==> src/rtl/ocu_pkg.sv <==
package ocu_pkg;

    typedef enum logic [1:0] {
        WM_NORMAL  = 2'b00,
        WM_PWM_TOP = 2'b01,
        WM_CTC     = 2'b10,
        WM_PWM_BOT = 2'b11
    } wave_mode_e;

    typedef enum logic [1:0] {
        OM_OFF    = 2'b00,
        OM_TOGGLE = 2'b01,
        OM_CLEAR  = 2'b10,
        OM_SET    = 2'b11
    } out_mode_e;

    localparam logic [1:0] ADDR_CMP  = 2'd0;
    localparam logic [1:0] ADDR_CTRL = 2'd1;
    localparam logic [1:0] ADDR_FLAG = 2'd2;
    localparam int         FORCE_BIT = 2;

    function automatic logic mode_is_pwm(input logic [1:0] wm);
        return (wm == WM_PWM_TOP) || (wm == WM_PWM_BOT);
    endfunction

    function automatic logic next_level(input logic cur, input out_mode_e om);
        case (om)
            OM_TOGGLE: return ~cur;
            OM_CLEAR:  return 1'b0;
            OM_SET:    return 1'b1;
            default:   return cur;
        endcase
    endfunction

endpackage

==> src/rtl/ocu_cmp_buf.sv <==
module ocu_cmp_buf
    import ocu_pkg::*;
#(
    parameter int CW = 8
) (
    input  logic          clk,
    input  logic          rst,
    input  logic          tick,
    input  logic [CW-1:0] cnt,
    input  logic          at_top,
    input  logic          at_bottom,
    input  logic          cnt_wr,
    input  logic [1:0]    wave_mode,
    input  logic          cmp_wr,
    input  logic [CW-1:0] wr_data,
    output logic [CW-1:0] active_q,
    output logic [CW-1:0] shadow_q,
    output logic          blk_q,
    output logic          match
);
    logic pwm;
    logic load_now;

    always_comb begin
        pwm = mode_is_pwm(wave_mode);
        case (wave_mode)
            WM_PWM_TOP: load_now = tick && at_top;
            WM_PWM_BOT: load_now = tick && at_bottom;
            default:    load_now = 1'b0;
        endcase
        match = tick && !blk_q && !cnt_wr && (cnt == active_q);
    end

    always_ff @(posedge clk) begin
        if (rst) begin
            active_q <= '0;
            shadow_q <= '0;
        end else begin
            if (cmp_wr) shadow_q <= wr_data;
            if (cmp_wr && !pwm) active_q <= wr_data;
            else if (load_now)  active_q <= shadow_q;
        end
    end

    always_ff @(posedge clk) begin
        if (rst)         blk_q <= 1'b0;
        else if (cnt_wr) blk_q <= 1'b1;
        else if (tick)   blk_q <= 1'b0;
    end

endmodule

==> src/rtl/ocu_wave.sv <==
module ocu_wave
    import ocu_pkg::*;
(
    input  logic      clk,
    input  logic      rst,
    input  logic      match,
    input  logic      force_req,
    input  out_mode_e eff_mode,
    output logic      wave_out
);
    logic level_q;

    always_ff @(posedge clk) begin
        if (rst)                     level_q <= 1'b0;
        else if (match || force_req) level_q <= next_level(level_q, eff_mode);
    end

    assign wave_out = (eff_mode != OM_OFF) && level_q;

endmodule

==> src/rtl/ocu_regs.sv <==
module ocu_regs
    import ocu_pkg::*;
#(
    parameter int CW = 8
) (
    input  logic          clk,
    input  logic          rst,
    input  logic          wr_en,
    input  logic [1:0]    wr_addr,
    input  logic [CW-1:0] wr_data,
    input  logic [1:0]    rd_addr,
    input  logic [1:0]    wave_mode,
    input  logic          match,
    input  logic [CW-1:0] active_q,
    input  logic [CW-1:0] shadow_q,
    output logic          cmp_wr,
    output logic          force_req,
    output out_mode_e     eff_mode,
    output logic          flag_q,
    output logic          clr_req,
    output logic [CW-1:0] rd_data
);
    out_mode_e mode_q;
    logic      ctrl_wr;
    logic      flag_clr;

    always_comb begin
        cmp_wr    = wr_en && (wr_addr == ADDR_CMP);
        ctrl_wr   = wr_en && (wr_addr == ADDR_CTRL);
        flag_clr  = wr_en && (wr_addr == ADDR_FLAG) && wr_data[0];
        eff_mode  = ctrl_wr ? out_mode_e'(wr_data[1:0]) : mode_q;
        force_req = ctrl_wr && wr_data[FORCE_BIT] && !mode_is_pwm(wave_mode);
        case (rd_addr)
            ADDR_CMP:  rd_data = mode_is_pwm(wave_mode) ? shadow_q : active_q;
            ADDR_CTRL: rd_data = {{(CW-2){1'b0}}, mode_q};
            ADDR_FLAG: rd_data = {{(CW-1){1'b0}}, flag_q};
            default:   rd_data = '0;
        endcase
    end

    always_ff @(posedge clk) begin
        if (rst) begin
            mode_q  <= OM_OFF;
            flag_q  <= 1'b0;
            clr_req <= 1'b0;
        end else begin
            if (ctrl_wr) mode_q <= out_mode_e'(wr_data[1:0]);
            if (match)         flag_q <= 1'b1;
            else if (flag_clr) flag_q <= 1'b0;
            clr_req <= match && (wave_mode == WM_CTC);
        end
    end

endmodule

==> src/rtl/ocu_channel.sv <==
module ocu_channel
    import ocu_pkg::*;
#(
    parameter int CW = 8
) (
    input  logic          clk,
    input  logic          rst,
    input  logic          tick,
    input  logic [CW-1:0] cnt,
    input  logic          at_top,
    input  logic          at_bottom,
    input  logic          cnt_wr,
    input  logic [1:0]    wave_mode,
    input  logic          wr_en,
    input  logic [1:0]    wr_addr,
    input  logic [CW-1:0] wr_data,
    input  logic [1:0]    rd_addr,
    output logic [CW-1:0] rd_data,
    output logic          match_flag,
    output logic          wave_out,
    output logic          clr_req
);
    logic [CW-1:0] active_q;
    logic [CW-1:0] shadow_q;
    logic          blk_q;
    logic          match;
    logic          cmp_wr;
    logic          force_req;
    out_mode_e     eff_mode;

    ocu_cmp_buf #(.CW(CW)) u_cmp (
        .clk(clk), .rst(rst), .tick(tick), .cnt(cnt),
        .at_top(at_top), .at_bottom(at_bottom), .cnt_wr(cnt_wr),
        .wave_mode(wave_mode), .cmp_wr(cmp_wr), .wr_data(wr_data),
        .active_q(active_q), .shadow_q(shadow_q), .blk_q(blk_q), .match(match)
    );

    ocu_regs #(.CW(CW)) u_regs (
        .clk(clk), .rst(rst), .wr_en(wr_en), .wr_addr(wr_addr),
        .wr_data(wr_data), .rd_addr(rd_addr), .wave_mode(wave_mode),
        .match(match), .active_q(active_q), .shadow_q(shadow_q),
        .cmp_wr(cmp_wr), .force_req(force_req), .eff_mode(eff_mode),
        .flag_q(match_flag), .clr_req(clr_req), .rd_data(rd_data)
    );

    ocu_wave u_wave (
        .clk(clk), .rst(rst), .match(match), .force_req(force_req),
        .eff_mode(eff_mode), .wave_out(wave_out)
    );

endmodule

==> config.mk <==
export PLATFORM = sky130hd
export DESIGN_NAME = ocu_channel
export DESIGN_NICKNAME = d
export VERILOG_FILES = /design/src/rtl/ocu_pkg.sv /design/src/rtl/ocu_cmp_buf.sv /design/src/rtl/ocu_wave.sv /design/src/rtl/ocu_regs.sv /design/src/rtl/ocu_channel.sv
export SDC_FILE = /design/constraint.sdc
export NUM_CORES = 1
export LEC_CHECK = 0
export ABC_CLOCK_PERIOD_IN_PS = 2000
export BUFFER_PORTS_ARGS = -buffer_cell sky130_fd_sc_hd__buf_4
export CAP_MARGIN = 20
export CELL_PAD_IN_SITES_DETAIL_PLACEMENT = 2
export CELL_PAD_IN_SITES_GLOBAL_PLACEMENT = 2
export CORE_MARGIN = 4
export CORE_UTILIZATION = 30
export CTS_CLUSTER_DIAMETER = 30
export CTS_CLUSTER_SIZE = 24
export DETAILED_ROUTE_END_ITERATION = 10
export GPL_TIMING_DRIVEN = 0
export MAX_ROUTING_LAYER = met4
export PLACE_DENSITY_LB_ADDON = 0.1
export RECOVER_POWER = 50
export SYNTH_ARGS = -nofsm -noshare
export SYNTH_HDL_FRONTEND = slang
export SYNTH_SLANG_ARGS = --single-unit
==> constraint.sdc <==
create_clock -name clk -period 2 [get_ports clk]
set_input_delay 0 -clock clk [delete_from_list [all_inputs] [get_ports clk]]
set_output_delay 0 -clock clk [all_outputs]
set_load 0.005 [all_outputs]
==> run summary <==
The number of nets still failing antenna checks after routing is 0. The share of final-layout standard cells stronger than drive strength 1 came out at 0.287. The run finished with clean final reports. The delay of the slowest cell on the worst path is 0.58 ns.

The post-synthesis area per instance is 9.15 um2. The worst hold path belongs to the class input port to flip-flop. The count of fill cells added during filler insertion is 420. The number of synthesized flops with an enable pin came out at 0. The final route contains 1103 vias.

The share of Yosys cell area claimed by the top area cell type is 0.379. Leaving out fill and tap cells, the most frequent cell in the layout is buf_4. CTS built an H-tree with a depth of 1. The via count of the first global-routing pass is roughly 1.2k. The area growth from synthesis to final layout came out at 34.9%.

Across all register-to-register paths, the minimum setup slack is roughly 0.52 ns. STA classifies the critical path endpoint as a flip-flop. In this run the core area contains 22 standard-cell rows. For this run, the top clock speed supported by timing is between 600 and 700 MHz.

The DRC marker count from the first detailed-route iteration is 31. CTS placed an instance of clkbuf_8 at the clock tree root. The number of iterations in the first detailed-routing pass came out at 3.

Leaving out fill and tap cells, the most frequent cells in the layout are buf_4 (30), dfxtp_1 (22), mux2i_1 (20), nor2_1 (20), a21oi_1 (13). The first-pass GRT wire length is 6640 um. The first element of the critical path is wr_addr[1].

For this run, the number of Yosys warnings is 0. The total power divided by cell area is 567 mW/mm2. Along the worst path, the maximum fanout reaches 9. The count of pins on the block boundary is 40. The number of hold violations in the final report is 0.

In the synthesized netlist the dominant register cell turns out to be dfxtp_1. The endpoint identified for the worst register-to-register timing path is u_wave.level_q. The depth of the worst register-to-register path came out at 5. The post-synthesis async set-or-reset flop share is 0. The period utilization came out at 0.797. At the end of routability-driven placement, the weighted congestion stood at approximately 0.78.

The start of the worst register-to-register path is u_cmp.active_q[6]. The overall die area is 0.00493 mm2. From left edge to right edge, the die measures about 70 um. The largest net degree at the start of global routing came out at 12.

The number of synthesized register bits came out at 22. The biggest area contributor in the post-synthesis netlist is dfxtp_1. The total of max-cap violations is 0. The final cell utilization of the core came out at 0.422. The overall overflow remaining after global route is 0. The post-detailed-routing wire length came out at 3800 um. The number of instances in the synthesized netlist came out at 127. The number of antenna violations at the first check in global routing is 0. For the worst setup path, the data required time is 2.12 ns.

0 antenna diodes ended up in the layout. The cell with the largest stage delay on the worst path is clkbuf_1. Setup repair after global routing left no endpoint under its margin.

The clock insertion delay at the later pin of the skew report came out at 0.26 ns. The initial utilization of the core area, before any placement, comes to 0.313. Synthesis produced a netlist with a net count of 156. The half-perimeter wire length after placement is 2830 um.

The critical path data arrival time is around 1.7 ns. Clock-pin slew was measured on the worst setup and hold paths at 0.08 ns. Across every metal layer, demand over resource in global routing totals 0.174. Walking the worst path, the cells encountered are buf_4 -> nor3b_2 -> clkbuf_1 -> nor2b_1 -> clkbuf_2 -> nor2_2 -> nand2_1 -> a21oi_1.

In the final design database the tool counted about 210 nets. The setup-violating endpoint count in the final report came out at 0. The DRC violation count after routing came out at 0. For this design, the sink count on the clock tree is 22. The actual transition at the worst max-transition pin is approximately 0.74 ns. The post-route setup TNS is 0 ns. The number of buffers between clock root and the deepest sink is 2.

The share of the Yosys chip area taken by registers is 0.379. The maximum vdd ir drop came out at 220 uV. The time the worst path needs with I/O delays and setup came out at 1.59 ns.

The vias per cell came out at 4.97. After floorplanning, the core was sized to cover 0.00372 mm2. TritonCTS built the clock tree.

The worst setup path is launched from an input port. The overall die height came out at approximately 70 um. The number of buffers inserted during clock tree synthesis came out at 3. The count of cells resized by post-cts repair is 0.

The number of distinct standard cells referenced by the synthesized netlist is 28. The relative max-transition margin came out at 0.506. The count of pins over their slew limit was 0. After synthesis the cells add up to around 0.0012 mm2. Following the worst setup path forward leads to its endpoint at u_cmp.active_q[1].

The final clock skew is 0.00369 ns. The leakage power summed over all cells came out at approximately 0.66 nW. Dividing the detail-routed wire length by the instance count gives 17.1 um. By area the synthesized netlist is led by dfxtp_1 (38%), mux2i_1 (17%), nor2_1 (6.5%), xor2_1 (6.0%), a21oi_1 (5.6%). The critical path class is input port to flip-flop.

The port buffer count is 39.
==> synth_stat cells (2+ instances only) <==
master and n:
buf_6 2, dfxtp_1 22, nand2_1 11, mux2i_1 20
a22oi_1 8, nor2_1 20, xor2_1 8, nand3_1 2
a21oi_1 13, clkbuf_1 3
==> sequential cells by signal, indices dropped and copies added, names as in the netlist <==
| signal | cells |
|---|---|
| u_cmp.active_q | 8 |
| u_cmp.shadow_q | 8 |
| u_regs.mode_q | 2 |
| u_cmp.blk_q | 1 |
| u_regs.clr_req | 1 |
| u_regs.flag_q | 1 |
| u_wave.level_q | 1 |
==> worst min path at each step <==
stage / start / endpoint / slack [ns] / cells past startpoint
6_report: wr_data[2] / u_cmp.shadow_q[2] / 0.005 / 3
5_1_grt: wr_data[3] / u_cmp.shadow_q[3] / 0.02 / 3
4_1_cts: wr_data[2] / u_cmp.shadow_q[2] / 0.007 / 3
3_5_place_dp: rst / u_cmp.active_q[3] / 0.20 / 2
3_3_place_gp: rst / u_cmp.active_q[3] / 0.20 / 2
2_1_floorplan: rd_addr[1] / rd_data[1] / 0.03 / 1
==> routing by layer <==
metal / share of wire / GRT usage
met3: 0.033 / 0.0273
met4: 0.0060 / 0.0319
met1: 0.46 / 0.230
met5: 0 / -
met2: 0.50 / 0.282
==> area by class of cell <==
class / instances / area [um2] / area share
multi-input combinational: 98 / 656 / 0.418
buffer: 6 / 27.5 / 0.0176
inverter: 1 / 3.75 / 0.00239
clock buffer: 3 / 41.3 / 0.0263
tap: 48 / 60.1 / 0.0383
sequential: 22 / 440 / 0.281
timing repair buffer: 44 / 339 / 0.216
==> power breakdown <==
group          switching [W]  leakage [nW]  total, W  internal, W
clock network       0.000138        0.0216  0.000272     0.000134
logic              0.0000783         0.456  0.000156    0.0000779
registers          0.0000104         0.179  0.000461     0.000451
==> worst max-delay path: cells and delay by family <==
family | cells | cell delay, ns
AND/OR/NAND/NOR | 4 | 0.66
buffers and inverters | 3 | 0.98
AO/OA/AOI/OAI | 1 | 0.07
==> logic make-up (layout without fill, tap and decap cells) <==
| family | after synthesis | in the layout | synth area share |
|---|---|---|---|
| AND/OR/NAND/NOR | 45 | 45 | 0.217 |
| buffers and inverters | 7 | 54 | 0.0387 |
| AO/OA/AOI/OAI | 25 | 25 | 0.132 |
| XOR/XNOR | 8 | 8 | 0.0603 |
| multiplexers | 20 | 20 | 0.172 |
| flip-flops | 22 | 22 | 0.379 |
==> repair_timing <==
action	in CTS	in global routing
setup endpoints to repair	0	0
buffers inserted	0	0
hold buffers	5	0
endpoints found under the hold margin	6	0
==> through the flow <==
step                      area (um2)  worst slack [ns]  hold WS (ns)  total power (W)  cells
after floorplan                 1160             0.766        0.0311         0.000543    127
after global placement          1520             0.513         0.199         0.000620    214
after detailed placement        1520             0.503         0.203         0.000627    214
after CTS                       1610             0.508       0.00688         0.000909    222
after global routing            1570             0.263        0.0247         0.000943    222
final                           1570             0.407       0.00538         0.000890    222
(Power assumes the default switching activity.)
